===== src/rtl/uart_irq_pkg.sv =====
package uart_irq_pkg;

  localparam int NSRC = 5;

  // source slots, index 0 is the highest priority
  localparam int S_LINE = 0;
  localparam int S_TMO  = 1;
  localparam int S_RXD  = 2;
  localparam int S_THR  = 3;
  localparam int S_MDM  = 4;

  localparam logic [3:0] ID_LINE = 4'h6;
  localparam logic [3:0] ID_TMO  = 4'hC;
  localparam logic [3:0] ID_RXD  = 4'h4;
  localparam logic [3:0] ID_THR  = 4'h2;
  localparam logic [3:0] ID_MDM  = 4'h0;
  localparam logic [3:0] ID_NONE = 4'h1;

  function automatic logic [3:0] slot_code(input int idx);
    case (idx)
      S_LINE:  slot_code = ID_LINE;
      S_TMO:   slot_code = ID_TMO;
      S_RXD:   slot_code = ID_RXD;
      S_THR:   slot_code = ID_THR;
      default: slot_code = ID_MDM;
    endcase
  endfunction

endpackage


===== src/rtl/irq_src_eval.sv =====
module irq_src_eval
  import uart_irq_pkg::*;
#(
  parameter int CW = 5
) (
  input  logic [3:0]      ier,
  input  logic [3:0]      lsr_err,
  input  logic            data_ready,
  input  logic            rx_timeout,
  input  logic            fifo_en,
  input  logic [CW-1:0]   rx_count,
  input  logic [CW-1:0]   rx_trig,
  input  logic            thr_pend,
  input  logic [3:0]      msr_delta,
  output logic [NSRC-1:0] src
);

  logic rx_level_ok;

  always_comb begin
    rx_level_ok  = !fifo_en || (rx_count >= rx_trig);
    src          = '0;
    src[S_LINE]  = ier[2] && (|lsr_err);
    src[S_TMO]   = ier[0] && rx_timeout;
    src[S_RXD]   = ier[0] && data_ready && rx_level_ok;
    src[S_THR]   = ier[1] && thr_pend;
    src[S_MDM]   = ier[3] && (|msr_delta);
  end

endmodule


===== src/rtl/irq_prio_enc.sv =====
module irq_prio_enc
  import uart_irq_pkg::*;
(
  input  logic [NSRC-1:0] src,
  output logic [3:0]      id,
  output logic            any
);

  logic [NSRC:0]   seen;
  logic [NSRC-1:0] hit;

  assign seen[0] = 1'b0;

  for (genvar g = 0; g < NSRC; g++) begin : g_chain
    assign hit[g]    = src[g] && !seen[g];
    assign seen[g+1] = seen[g] || src[g];
  end

  assign any = seen[NSRC];

  always_comb begin
    id = ID_NONE;
    for (int i = 0; i < NSRC; i++) begin
      if (hit[i]) id = slot_code(i);
    end
  end

  // at most one winner
  always_comb begin
    a_one_winner_r1: assert ($onehot0(hit));
  end

endmodule


===== src/rtl/thr_pend_ctl.sv =====
module thr_pend_ctl (
  input  logic clk,
  input  logic rst_n,
  input  logic ier_wr,
  input  logic thr_wr,
  input  logic iir_rd,
  input  logic iir_is_thr,
  input  logic thr_empty,
  output logic pend_q,
  output logic pend_nxt
);

  logic clr, set;

  always_comb begin
    clr      = thr_wr || (iir_rd && iir_is_thr);
    set      = ier_wr && thr_empty;
    pend_nxt = pend_q;
    if (clr)      pend_nxt = 1'b0;
    else if (set) pend_nxt = 1'b1;
  end

  always_ff @(posedge clk or negedge rst_n) begin
    if (!rst_n)          pend_q <= 1'b0;
    else if (clr || set) pend_q <= pend_nxt;
  end

  p_thr_wr_clear_r8: assert property (@(posedge clk) disable iff (!rst_n)
    thr_wr |=> !pend_q);

  p_iir_rd_clear_r6: assert property (@(posedge clk) disable iff (!rst_n)
    (iir_rd && iir_is_thr) |=> !pend_q);

  p_ier_set_r7: assert property (@(posedge clk) disable iff (!rst_n)
    (ier_wr && thr_empty && !thr_wr && !(iir_rd && iir_is_thr)) |=> pend_q);

endmodule


===== src/rtl/uart_irq_ident.sv =====
module uart_irq_ident
  import uart_irq_pkg::*;
#(
  parameter  int FIFO_DEPTH = 16,
  localparam int CW         = $clog2(FIFO_DEPTH + 1)
) (
  input  logic          clk,
  input  logic          rst_n,
  input  logic          ier_wr,
  input  logic [7:0]    ier_wdata,
  input  logic          thr_wr,
  input  logic          iir_rd,
  input  logic          thr_empty,
  input  logic [3:0]    lsr_err,
  input  logic          data_ready,
  input  logic          rx_timeout,
  input  logic          fifo_en,
  input  logic [CW-1:0] rx_count,
  input  logic [CW-1:0] rx_trig,
  input  logic [3:0]    msr_delta,
  output logic [3:0]    ier_q,
  output logic [7:0]    iir,
  output logic          irq
);

  logic [3:0]      ier_nxt;
  logic            pend_q, pend_nxt;
  logic [NSRC-1:0] src;
  logic [3:0]      id_nxt;
  logic            any_nxt;
  logic [7:0]      iir_nxt;

  always_comb begin
    ier_nxt = ier_wr ? ier_wdata[3:0] : ier_q;
  end

  thr_pend_ctl u_pend (
    .clk        (clk),
    .rst_n      (rst_n),
    .ier_wr     (ier_wr),
    .thr_wr     (thr_wr),
    .iir_rd     (iir_rd),
    .iir_is_thr (iir[3:0] == ID_THR),
    .thr_empty  (thr_empty),
    .pend_q     (pend_q),
    .pend_nxt   (pend_nxt)
  );

  irq_src_eval #(.CW(CW)) u_src (
    .ier        (ier_nxt),
    .lsr_err    (lsr_err),
    .data_ready (data_ready),
    .rx_timeout (rx_timeout),
    .fifo_en    (fifo_en),
    .rx_count   (rx_count),
    .rx_trig    (rx_trig),
    .thr_pend   (pend_nxt),
    .msr_delta  (msr_delta),
    .src        (src)
  );

  irq_prio_enc u_enc (
    .src (src),
    .id  (id_nxt),
    .any (any_nxt)
  );

  always_comb begin
    iir_nxt = {{2{fifo_en}}, 2'b00, id_nxt};
  end

  always_ff @(posedge clk or negedge rst_n) begin
    if (!rst_n)      ier_q <= 4'h0;
    else if (ier_wr) ier_q <= ier_nxt;
  end

  always_ff @(posedge clk or negedge rst_n) begin
    if (!rst_n) begin
      iir <= {4'h0, ID_NONE};
      irq <= 1'b0;
    end else begin
      iir <= iir_nxt;
      irq <= any_nxt;
    end
  end

  p_irq_code_r12: assert property (@(posedge clk) disable iff (!rst_n)
    irq == (iir[3:0] != ID_NONE));

  p_fifo_on_r9: assert property (@(posedge clk) disable iff (!rst_n)
    fifo_en |=> (iir[7:4] == 4'b1100));

  p_fifo_off_r9: assert property (@(posedge clk) disable iff (!rst_n)
    !fifo_en |=> (iir[7:4] == 4'b0000));

  p_ier_store_r10: assert property (@(posedge clk) disable iff (!rst_n)
    ier_wr |=> ({4'h0, ier_q} == ($past(ier_wdata) & 8'h0F)));

  p_line_first_r1: assert property (@(posedge clk) disable iff (!rst_n)
    (ier_nxt[2] && (|lsr_err)) |=> (iir[3:0] == ID_LINE));

  p_ier_hold_r10: assert property (@(posedge clk) disable iff (!rst_n)
    !ier_wr |=> $stable(ier_q));

endmodule


===== config.mk =====
export PLATFORM = sky130hd
export DESIGN_NAME = uart_irq_ident
export DESIGN_NICKNAME = d
export VERILOG_FILES = /design/src/rtl/uart_irq_pkg.sv /design/src/rtl/irq_src_eval.sv /design/src/rtl/irq_prio_enc.sv /design/src/rtl/thr_pend_ctl.sv /design/src/rtl/uart_irq_ident.sv
export SDC_FILE = /design/constraint.sdc
export NUM_CORES = 1
export LEC_CHECK = 0
export BUFFER_PORTS_ARGS = -buffer_cell sky130_fd_sc_hd__clkbuf_2
export CAP_MARGIN = 15
export CORE_UTILIZATION = 42
export CTS_CLUSTER_SIZE = 10
export DETAILED_ROUTE_END_ITERATION = 10
export PLACE_DENSITY = 0.93
export SYNTH_ARGS = -nofsm -noshare
export SYNTH_HDL_FRONTEND = slang
export SYNTH_SLANG_ARGS = --single-unit

===== constraint.sdc =====
create_clock -name clk -period 1.95 [get_ports clk]
set_input_delay 0.195 -clock clk [delete_from_list [all_inputs] [get_ports clk]]
set_output_delay 0.195 -clock clk [all_outputs]
set_load 0.05 [all_outputs]

==> impl_results.md <==
* Outcome: finished clean
* Longest Clk Path Bufs at 2
* Pin count of the biggest net entering global routing at 12
* Core Region at 1370 um2
* Peak supply drop at 429 uV
* H-tree level count at 1
* P_int at 409 uW
* Initial antenna violation count at 0
* Netlist cell types at 28
* Met2 usage at 37.8%
* Port Buf Inserts at 41
* CTS tree: done
* Total die area at 1720 um2
* CP Cell Sequence: nor4b_2, a2111oi_2, a21oi_2, o211a_1
* FP Rows at 13
* DRT antenna net count at 0
* Setup_tns at 0 ns
* DR iter-0 viols at 7
* Initial Util at 47.9%
* Drt first pass iters at 2
* Synthesized area at 654 um2
* Placed instance area at 848 um2
* Worst setup path category: reg -> reg
* Fin crit share at 70.0%
* Sw frac at 37.4%
* Fin area at 886 um2
* Cell accounting for the most synthesized area: dfrtp_1
* Final Hold Viols at 0
* Grt total ovfl at 0
* Post-synthesis sequential area ratio at 42.3%
* Max cap viols at 0
* FF+latch count, synth at 11
* Met3 Use GR at 4.35%
* CTS buffer count at 3
* Synth Instances at 53
* Number of global-route vias before repair at 652
* Routed WL at 1.42 mm
* Final period demand of the worst path at 1.36 ns
* Final core occ at 64.8%
* NetSw at 244 uW
* Peak Freq at 733 MHz
* Die X at 41.5 um
* Final setup fails at 0
* Global-route wire length before repair at 2.73 mm
* Worst-Skew Late Latency at 0.27 ns
* WHS at 0.0433 ns
* Routed vias/inst at 5.28
* Crit-path max FO at 2
* Seq pwr share at 40.6%
* Unrepaired setup endpoints after global routing: no
* Largest cells by area after synthesis: dfrtp_1 (38%), ha_1 (9.6%), a2111oi_2 (4.6%)
* WP data required at 2.15 ns
* Post-CTS Setup Inserts at 0
* Most used routing layer: met2
* Top Ports at 48
* Wire length per cell at 12.8 um
* Post-synth top area share at 38.2%
* Critical Path Start Type: flip-flop
* Clock root cell: clkbuf_4
* Setup Skew at 0.00537 ns
* Share of cells above drive strength 1 at 60.4%
* Avg Inst Size Synth at 12.3 um2
* Critical Path Sink Type: flip-flop
* Post_cts resized at 0
* Slew Limit Fails at 0
* Met1 global-route usage at 21.0%
* Power share of the clock group at 23.8%
* Die H at 41.5 um
* Nets at 137
* DP HPWL at 1.25 mm
* # DRC at 0
* Clock-pin slew on the worst setup and hold paths at 0.07 ns
* Slowest cell on the critical path: dfstp_2
* Via count at 586
* GRT Overall Usage at 20.8%
* Synth-to-Final Area Change at 35.4%
* Data arrival, critical path at 1.56 ns
* Slowest stage delay, CP at 0.55 ns
* Yosys warning total at 0
* GP Congestion at 0.764
* Leakage power at 0.000489 uW
* N_diodes at 0
* Slew headroom at 66.8%
* Cell Pwr Density at 737 nW/um2
* HP Class: in -> reg
* Comb pwr share at 35.6%
* # clock sinks at 11
* Worst Tran Pin Value at 0.493 ns
-- cells in the final DEF, fill, tap and decap left out, drive strengths merged, types with 2 or more instances in the layout --
| cell | netlist | layout |
|---|---|---|
| a2111oi | 2 | 2 |
| a21oi | 3 | 3 |
| clkbuf | 0 | 44 |
| conb | 1 | 2 |
| dfrtp | 10 | 10 |
| ha | 5 | 5 |
| inv | 7 | 7 |
| mux2 | 2 | 2 |
| mux2i | 2 | 2 |
| nand2b | 2 | 2 |
| o211ai | 2 | 2 |
-- worst max-delay path: cells and delay by family, from the launching register on --
kind	cells	cell delay [ns]
AO/OA/AOI/OAI	3	0.69
flip-flops	1	0.55
AND/OR/NAND/NOR	1	0.06
-- cell usage after synthesis, drive strengths merged --
library cell  count
a2111oi           2
a211oi            1
a21oi             3
and3              1
buf               4
conb              1
dfrtp            10
dfstp             1
ha                5
inv               7
mux2              2
mux2i             2
nand2             1
nand2b            2
nor3              1
nor4b             1
o211a             1
o211ai            2
o21ai             1
o22a              1
o31a              1
o41a              1
o41ai             1
or4               1
-- power groups by stage --
stage / logic [uW] / registers, uW / clock network, uW
after floorplan: 89.1 / 345 / 0
after global placement: 226 / 268 / 0
after detailed placement: 232 / 269 / 0
after CTS: 234 / 265 / 161
after global routing: 251 / 268 / 177
final: 233 / 265 / 155
-- state kept, by name, indices dropped and copies added (netlist names) --
register,count
irq,1
iir,5
u_pend.pend_q,1
ier_q,4
-- stage by stage --
stage	cells	setup WS [ns]	total power (uW)
after floorplan	54	0.460	434
after global placement	106	0.426	494
after detailed placement	106	0.373	502
after CTS	111	0.570	661
after global routing	111	0.480	695
final	111	0.585	653
-- metal layers --
metal,part of all wire (%),vias to the layer above
met2,55,22
met3,4.9,6
li1,-,277
met1,36,281
met4,3.7,0
met5,0,-
-- repair_timing --
action / 4_1_cts / 5_1_grt
hold buffers: 1 / 0
endpoints found under the hold margin: 10 / 0
endpoints found under the setup margin: 0 / 0
-- worst paths after layout --
kind                                        end  cells past startpoint                  from  slack, ns
hold / removal                 iir[6]$_DFF_PN0_                      1               fifo_en       0.04
setup reg to reg               iir[0]$_DFF_PN1_                      4      iir[0]$_DFF_PN1_       0.59
max in group asynchronous      iir[0]$_DFF_PN1_                      2                 rst_n       1.35
hold reg to reg            ier_q[1]$_DFFE_PN0P_                      2  ier_q[1]$_DFFE_PN0P_       0.54
setup / recovery               iir[0]$_DFF_PN1_                      4      iir[0]$_DFF_PN1_       0.59
min in group asynchronous      iir[2]$_DFF_PN0_                      2                 rst_n       0.32
-- final cells by class --
cell class	count	area [um2]
clock inverter	1	5.00
fill	117	480
timing repair buffer	42	215
sequential	11	277
inverter	7	26.3
tap	15	18.8
multi-input combinational	32	322
clock buffer	3	22.5
-- cell families after synthesis --
group,count (synthesis),synth area share (%)
AOI/OAI and AO/OA,14,20.8
adders and majority gates,5,9.56
buffers and inverters,11,9.18
DFF,11,42.3
muxes,4,8.22
other,1,0.573
and+or+nand+nor,7,9.37
(Power assumes the default switching activity.)
